### config.mk
export PLATFORM = sky130hd
export DESIGN_NAME = lane_parity_unit
export DESIGN_NICKNAME = d
export VERILOG_FILES = /design/src/rtl/lane_parity_pkg.sv /design/src/rtl/lane_select.sv /design/src/rtl/byte_parity.sv /design/src/rtl/error_capture.sv /design/src/rtl/lane_parity_unit.sv
export SDC_FILE = /design/constraint.sdc
export NUM_CORES = 1
export LEC_CHECK = 0
export BUFFER_PORTS_ARGS = -buffer_cell sky130_fd_sc_hd__buf_2
export CAP_MARGIN = 40
export CORE_MARGIN = 2
export CORE_UTILIZATION = 38
export DETAILED_ROUTE_END_ITERATION = 10
export PLACE_DENSITY = 0.81
export REMOVE_ABC_BUFFERS = 1
export SYNTH_ARGS = -nofsm -noshare
export SYNTH_HDL_FRONTEND = slang
export SYNTH_HIERARCHICAL = 1
export SYNTH_SLANG_ARGS = --single-unit
### constraint.sdc
create_clock -name clk -period 1.7 [get_ports clk]
set_input_delay 0.085 -clock clk [delete_from_list [all_inputs] [get_ports clk]]
set_output_delay 0.085 -clock clk [all_outputs]
set_load 0.005 [all_outputs]
### src/rtl/lane_parity_pkg.sv
// Shared types for the byte-lane parity unit.
// Assumes a transfer-size code of two bits.
package lane_parity_pkg;
    typedef enum logic [1:0] {
        SZ_WORD = 2'b00,
        SZ_BYTE = 2'b01,
        SZ_HALF = 2'b10,
        SZ_RSVD = 2'b11
    } size_e;
endpackage

### src/rtl/lane_select.sv
// Decodes the lanes a beat uses from the burst flag, the low address
// and the size code, and flags size/address pairs that cannot align.
// Assumes LANES is a power of two, at least 2.
module lane_select
    import lane_parity_pkg::*;
#(
    parameter int LANES = 4,
    localparam int AW = $clog2(LANES)
) (
    input  logic             burst,
    input  logic [AW-1:0]    addr,
    input  logic [1:0]       tsize,
    output logic [LANES-1:0] mask,
    output logic             misalign
);
    // Purpose: compute the lane mask and the misalignment flag.
    always_comb begin
        mask     = '0;
        misalign = 1'b0;
        if (burst) begin
            mask = '1;
        end else begin
            case (size_e'(tsize))
                SZ_BYTE: mask[addr] = 1'b1;
                SZ_HALF: begin
                    if (addr[0]) begin
                        misalign = 1'b1;
                    end else begin
                        mask[addr]          = 1'b1;
                        mask[addr + AW'(1)] = 1'b1;
                    end
                end
                SZ_WORD: begin
                    if (addr != '0) misalign = 1'b1;
                    else            mask     = '1;
                end
                default: misalign = 1'b1;
            endcase
        end
    end
endmodule

### src/rtl/byte_parity.sv
// Computes one parity bit per byte lane, with the even or odd rule.
// Lane 0 is the most significant byte of the word.
module byte_parity #(
    parameter int LANES  = 4,
    parameter int LANE_W = 8,
    localparam int DATA_W = LANES * LANE_W
) (
    input  logic [DATA_W-1:0] data,
    input  logic              odd,
    output logic [LANES-1:0]  par
);
    genvar g;
    generate
        for (g = 0; g < LANES; g++) begin : g_lane
            // Purpose: reduce lane g's bits and apply the parity sense.
            assign par[g] = (^data[DATA_W-1-g*LANE_W -: LANE_W]) ^ odd;
        end
    endgenerate
endmodule

### src/rtl/error_capture.sv
// Holds the sticky parity error flag and the per-lane syndrome.
// A clear wipes the old state; the same cycle's hits are still kept.
module error_capture #(
    parameter int LANES = 4
) (
    input  logic             clk,
    input  logic             rst_n,
    input  logic [LANES-1:0] hit,
    input  logic             clr,
    output logic             flag,
    output logic [LANES-1:0] lanes
);
    // Purpose: accumulate lane hits until a clear, reset to empty.
    always_ff @(posedge clk) begin
        if (!rst_n) begin
            flag  <= 1'b0;
            lanes <= '0;
        end else begin
            flag  <= (clr ? 1'b0 : flag) | (|hit);
            lanes <= (clr ? '0 : lanes) | hit;
        end
    end
endmodule

### src/rtl/lane_parity_unit.sv
// Per-lane parity generation for writes and checking for reads on a
// byte-lane data bus. The lanes in use come from burst/size/address.
// Assumes ack marks the single cycle in which a read beat is valid.
module lane_parity_unit #(
    parameter int LANES  = 4,
    parameter int LANE_W = 8,
    localparam int DATA_W = LANES * LANE_W,
    localparam int AW     = $clog2(LANES)
) (
    input  logic              clk,
    input  logic              rst_n,
    input  logic              odd_sel,
    input  logic              chk_en,
    input  logic              burst,
    input  logic [AW-1:0]     addr_lo,
    input  logic [1:0]        tsize,
    input  logic              is_read,
    input  logic              ack,
    input  logic              err_clr,
    input  logic [DATA_W-1:0] wr_data,
    input  logic [DATA_W-1:0] rd_data,
    input  logic [LANES-1:0]  rd_par_in,
    output logic [LANES-1:0]  wr_par_out,
    output logic [LANES-1:0]  lane_mask,
    output logic              misalign,
    output logic              par_err,
    output logic [LANES-1:0]  err_lanes
);
    logic [LANES-1:0] wr_par;
    logic [LANES-1:0] rd_exp;
    logic [LANES-1:0] hit;
    logic             sample;

    lane_select #(.LANES(LANES)) u_sel (
        .burst    (burst),
        .addr     (addr_lo),
        .tsize    (tsize),
        .mask     (lane_mask),
        .misalign (misalign)
    );

    byte_parity #(.LANES(LANES), .LANE_W(LANE_W)) u_wr_par (
        .data (wr_data),
        .odd  (odd_sel),
        .par  (wr_par)
    );

    byte_parity #(.LANES(LANES), .LANE_W(LANE_W)) u_rd_par (
        .data (rd_data),
        .odd  (odd_sel),
        .par  (rd_exp)
    );

    // Purpose: qualify a read beat for checking.
    assign sample = ack & is_read & chk_en;

    // Purpose: mismatches in selected lanes of a qualified beat.
    assign hit = (rd_exp ^ rd_par_in) & lane_mask & {LANES{sample}};

    // Purpose: drive parity only on lanes the transfer uses.
    assign wr_par_out = wr_par & lane_mask;

    error_capture #(.LANES(LANES)) u_err (
        .clk   (clk),
        .rst_n (rst_n),
        .hit   (hit),
        .clr   (err_clr),
        .flag  (par_err),
        .lanes (err_lanes)
    );
endmodule

Yosys cells after proc, flatten, opt, wreduce, memory -nomap -nowiden:

Index checks and enable logic that the tools add are counted.

* reduce and logical (&&, ||, !) cells: 13
* $add $sub $neg: 1
* mux-type cells: 14
* order comparisons: 4
* bitwise gates (word level): 17
* equality and inequality tests: 2

Operator list (count)
* 8-bit XOR reduction: 8
* 4-bit two-way mux: 4
* 4-bit AND: 3
* 4-bit case mux with 3 select lines: 1
* 4-bit bitwise OR: 2
* 1-bit XOR: 8
* 2-bit by 3-bit < comparator with 1-bit output, second input constant: 2
* 1-bit two-way mux: 6
* 1-bit demux with 2-bit select: 2
* 2-bit by 1-bit >= comparator with 1-bit output, second input constant: 2
* 4-bit OR reduction: 1
* 4-bit XOR: 1
* 1-bit case mux with 3 select lines: 1
* 2-bit by 1-bit adder with 2-bit output, second input constant: 1
* 1-bit AND: 2
* 2-bit by 1-bit equality test with 1-bit output, second input constant: 1
* 2-bit equality test, second input constant: 1
* 1-bit logical AND: 2
* 2-bit zero test: 1
* 2-bit nonzero test: 1
* 1-bit bitwise OR: 1

* flip-flop bits (word level): 5
* output and inout bits: 14
* logic and storage cells: 53
* input port bits: 80

Logic depth before layout (Yosys ltp):

* depth in word-level cells: 13
* mapped depth: 7
* mapped depth without buffers: 7

Hierarchy:

Netlist, hierarchy kept.

By module, submodules not included
* byte_parity: times used 2, area each 334.1 um^2, cells each 29, sequential area each 0.0 um^2
* error_capture: times used 1, area each 181.4 um^2, cells each 16, sequential area each 100.1 um^2
* lane_select: times used 1, area each 103.8 um^2, cells each 16, sequential area each 0.0 um^2
* lane_parity_unit: times used 1, area each 96.3 um^2, cells each 13, sequential area each 0.0 um^2

Worst setup path after synthesis:

Ideal clock, no wire load.

* path type: input to register
* from: input rd_data[19]
* to: register u_err.flag
* required time: 1575 ps
* path buffers: 0
* path slack: 167 ps
* setup time: 125 ps
* stages on the path: 7
* arrival time: 1408 ps
* path through: xnor2_1 xnor3_1 xnor2_1 xor2_1 and3_1 nor4_2 a21boi_1

* word-level cells in the longest chain between the ends: 7

Ends and longest elaborated chain
* from (decl): RTL line lane_parity_unit.sv:21 `input logic [DATA_W-1:0] rd_data,`
* 8-bit XOR reduction: RTL line byte_parity.sv:16 `assign par[g] = (^data[DATA_W-1-g*LANE_W -: LANE_W]) ^ odd;`
* 1-bit XOR: RTL line byte_parity.sv:16
* named net rd_exp[1]: RTL line lane_parity_unit.sv:30 `logic [LANES-1:0] rd_exp;`
* 4-bit XOR: RTL line lane_parity_unit.sv:58 `assign hit = (rd_exp ^ rd_par_in) & lane_mask & {LANES{sample}};`
* 4-bit AND (2 in a row): RTL line lane_parity_unit.sv:58
* named net hit[1]: RTL line lane_parity_unit.sv:31 `logic [LANES-1:0] hit;`
* 4-bit OR reduction: RTL line error_capture.sv:19 `flag <= (clr ? 1'b0 : flag) | (|hit);`
* 1-bit bitwise OR: RTL line error_capture.sv:19
* to (signal assigned): RTL line error_capture.sv:19
* to (decl): RTL line error_capture.sv:10 `output logic flag,`

The timed path passes the listed nets, and every way through them passes these cells.
A chain may end at the register's enable or synchronous reset.

Worst setup path after layout:

Ends and elaborated chain as after synthesis.

==> impl_metrics.py <==
metrics = {
    "outcome": {
        "status": "complete, no violations",
    },
    "sta": {
        "finalCritPeriodShare_pct": 86.92,
        "rsz0062_at_grt": "no",
        "finalClockSkew_ns": 0,
        "period_minus_slack_ns": 1.478,
        "tightest_slew_ns": 0.2434,
        "setup_tns_ns": 0,
        "setup_viol": 0,
        "relSlewSlack_pct": 83.62,
        "hold_viol": 0,
        "max_freq_mhz": 676.8,
        "slew_violations": 0,
        "fin_ws_ns": 0.2224,
    },
    "synthesis": {
        "synth_top_family_by_area": "XOR/XNOR gates",
        "ys_dominant_reg_cell": "dfxtp_1",
        "muxShareOfSynthArea_pct": 0,
        "synth_edf_count": 0,
        "async_flop_share_pct": 0,
        "yosysSeqAreaShare_pct": 9.535,
        "yosys.area_share.adder_pct": 0,
        "yosys.cell_count.top_type": "xnor2_1",
        "synthXorXnorAreaFrac_pct": 67.10,
        "synthCells": 103,
        "synth_area_leaders": "xnor2_1, xnor3_1, xnor2_2",
        "synth.cell_area_sq_um": 1050,
        "synthSimpleGateAreaFrac_pct": 15.85,
        "yosys.area.top_type": "xnor2_1",
        "synth_cell_types": 25,
        "synthTopCellsByCount": "xnor2_1, xor2_1, xnor2_2, xnor3_1, dfxtp_1",
        "synth_compound_area_share_pct": 6.794,
        "synth-seq-cells": 5,
        "syn_area_per_cell_sq_um": 10.19,
        "synth_top_area_share_pct": 26.70,
        "yosys_warnings": 6,
    },
    "power_and_ir_drop": {
        "powerDensity_nw_per_um2": 530.5,
        "leakagePower_nw": 0.8507,
        "ir_worst_vdd_uv": 367.8,
    },
    "worst_setup_path": {
        "cp_max_fo": 2,
        "crit_path_cell_trace": "buf_2 > xnor2_1 > xnor3_1 > xnor2_1 > xor2_1 > and3_1 > nor4_2 > a21boi_1",
        "reg2reg_from": "u_err/lanes[3]",
        "criticalPathCategory": "in -> reg",
        "cpMostUsedCell": "xnor2_1",
        "critPathMaxStageDelay_ns": 0.42,
        "slowest_stage": "xnor3_1",
        "cp_num_buf_inv": 1,
        "end_kind": "flop",
        "r2r_cells": 2,
        "worstPathRequired_ns": 1.82,
        "r2r_end": "u_err/lanes[3]",
        "rrSetupSlack_ns": 1.00,
        "worst_setup_path_start_kind": "input port",
        "cpLargestDelayFamily": "XOR/XNOR gates",
        "critPathArrivalTime_ns": 1.60,
    },
    "detailed_routing": {
        "drt-vias-per-instance": 4.541,
        "vias": 1049,
        "wl_met1_um": 850,
        "wl_met2_um": 1203,
        "drt_iter0_drc": 33,
        "met3_length_um": 292,
        "ant_nets": 0,
        "post_drt_wl_per_cell_um": 10.15,
        "routed_wl_um": 2345,
        "highest-signal-layer": "met3",
        "drc": 0,
        "drtPass1Iterations": 2,
    },
    "placement": {
        "portBuffers": 93,
        "hpwl_um": 2102,
        "place_ws_ns": -0.02122,
        "gp_congestion": 0.7011,
    },
    "min_path": {
        "hp-class": "in -> reg",
        "min_from": "rst_n",
        "min_path_cells": 2,
        "min_to": "u_err/lanes[3]",
    },
    "clocking": {
        "cts_sinks": 5,
        "cts_made_buffers": 3,
        "cts_setup_buffers": 0,
        "clk_latency_ns": 0.23,
        "cts_buffer_depth": 2,
        "hold_buffers": 0,
        "root_buffer": "clkbuf_4",
        "clk_pin_slew_worst_paths_ns": 0.04,
        "ctsHtreeMaxLevel": 1,
        "cts_resized": 0,
        "cts_tree": "done",
    },
    "floorplanning": {
        "fp.dieArea_sq_um": 3199,
        "core_area_sq_um": 2686,
        "io_pins": 94,
        "die_y_um": 56.56,
        "start_util_pct": 39.08,
        "rows": 19,
        "die_w_um": 56.56,
    },
    "global_route": {
        "antenna_found_initial": 0,
        "grt_max_degree": 9,
        "globalRouteOverflowTotal": 0,
        "grt_pass1_wl_um": 3933,
        "grt_pass1_vias": 1033,
        "grt_use_total_pct": 15.18,
    },
    "layout": {
        "num-fill-cells": 248,
        "layout-drive-gt1-share_pct": 54.50,
        "area_delta_synth_final_pct": 51.25,
        "nNetsFinal": 281,
        "antenna_cells": 0,
    },
    "job": {
        "max_cap_violations": 0,
    },
}
## cells in the final DEF (no fill, tap or decap), types with 2 or more instances in the layout
master / n
a211oi_1: 2
and2_1: 4
and3_1: 4
buf_2: 93
buf_4: 2
clkbuf_4: 3
dfxtp_1: 5
nand2_1: 2
nand2b_1: 2
nor2_1: 2
nor2b_1: 4
o21a_1: 4
xnor2_1: 32
xnor2_2: 8
xnor3_1: 8
xor2_1: 13
## power breakdown
part	total (W)	leakage [nW]	switching [W]	internal (W)
clock	0.000135	0.0150	0.0000466	0.0000886
combinational	0.000579	0.795	0.000213	0.000366
sequential	0.000128	0.0405	0.00000314	0.000125
## area by class of cell
cell class	count	area (sq um)	share of cell area, %
timing repair buffer	95	480.5	30.26
tap	31	38.79	2.443
clock buffer	4	26.28	1.655
multi-input combinational	96	942.2	59.34
sequential	5	100.1	6.304
## routing by layer
layer	global-route usage [%]	up-vias
li1	-	536
met1	15.53	450
met2	29.57	63
met3	5.530	0
met4	2.041	0
met5	0	-
## cells by family after synthesis
| kind of cell | Yosys count |
|---|---|
| simple gates | 25 |
| xor+xnor | 61 |
| compound gates | 10 |
| flops | 5 |
| buf+inv | 2 |
## per-stage QoR
step	instance area [sq um]	std cells	utilization, %	total power [W]	hold slack (ns)
finish	1588	231	59.11	0.0008423	0.1210
global route	1588	231	59.11	0.0009213	0.1067
CTS	1588	231	59.11	0.0008560	0.1161
detailed placement	1562	227	58.13	0.0007144	0.3631
global placement	1562	227	58.13	0.0007062	0.3585
floorplan	1042	101	-	0.0005137	0.2025
## registers in the layout, summed over array words and instances, names as in the netlist
register and count:
u_err/lanes 4, u_err/flag 1
## worst max-delay path by stage
stage,end,start,slack [ns],cells past startpoint
2_1_floorplan,u_err/flag,rd_data[19],0.17,7
3_3_place_gp,u_err/flag,rd_data[19],-0.006,8
3_5_place_dp,u_err/flag,rd_data[19],-0.02,8
4_1_cts,u_err/flag,rd_data[19],0.20,8
5_1_grt,u_err/flag,rd_data[19],0.06,8
6_report,u_err/flag,rd_data[19],0.22,8
Power figures use the tool's default switching activity.
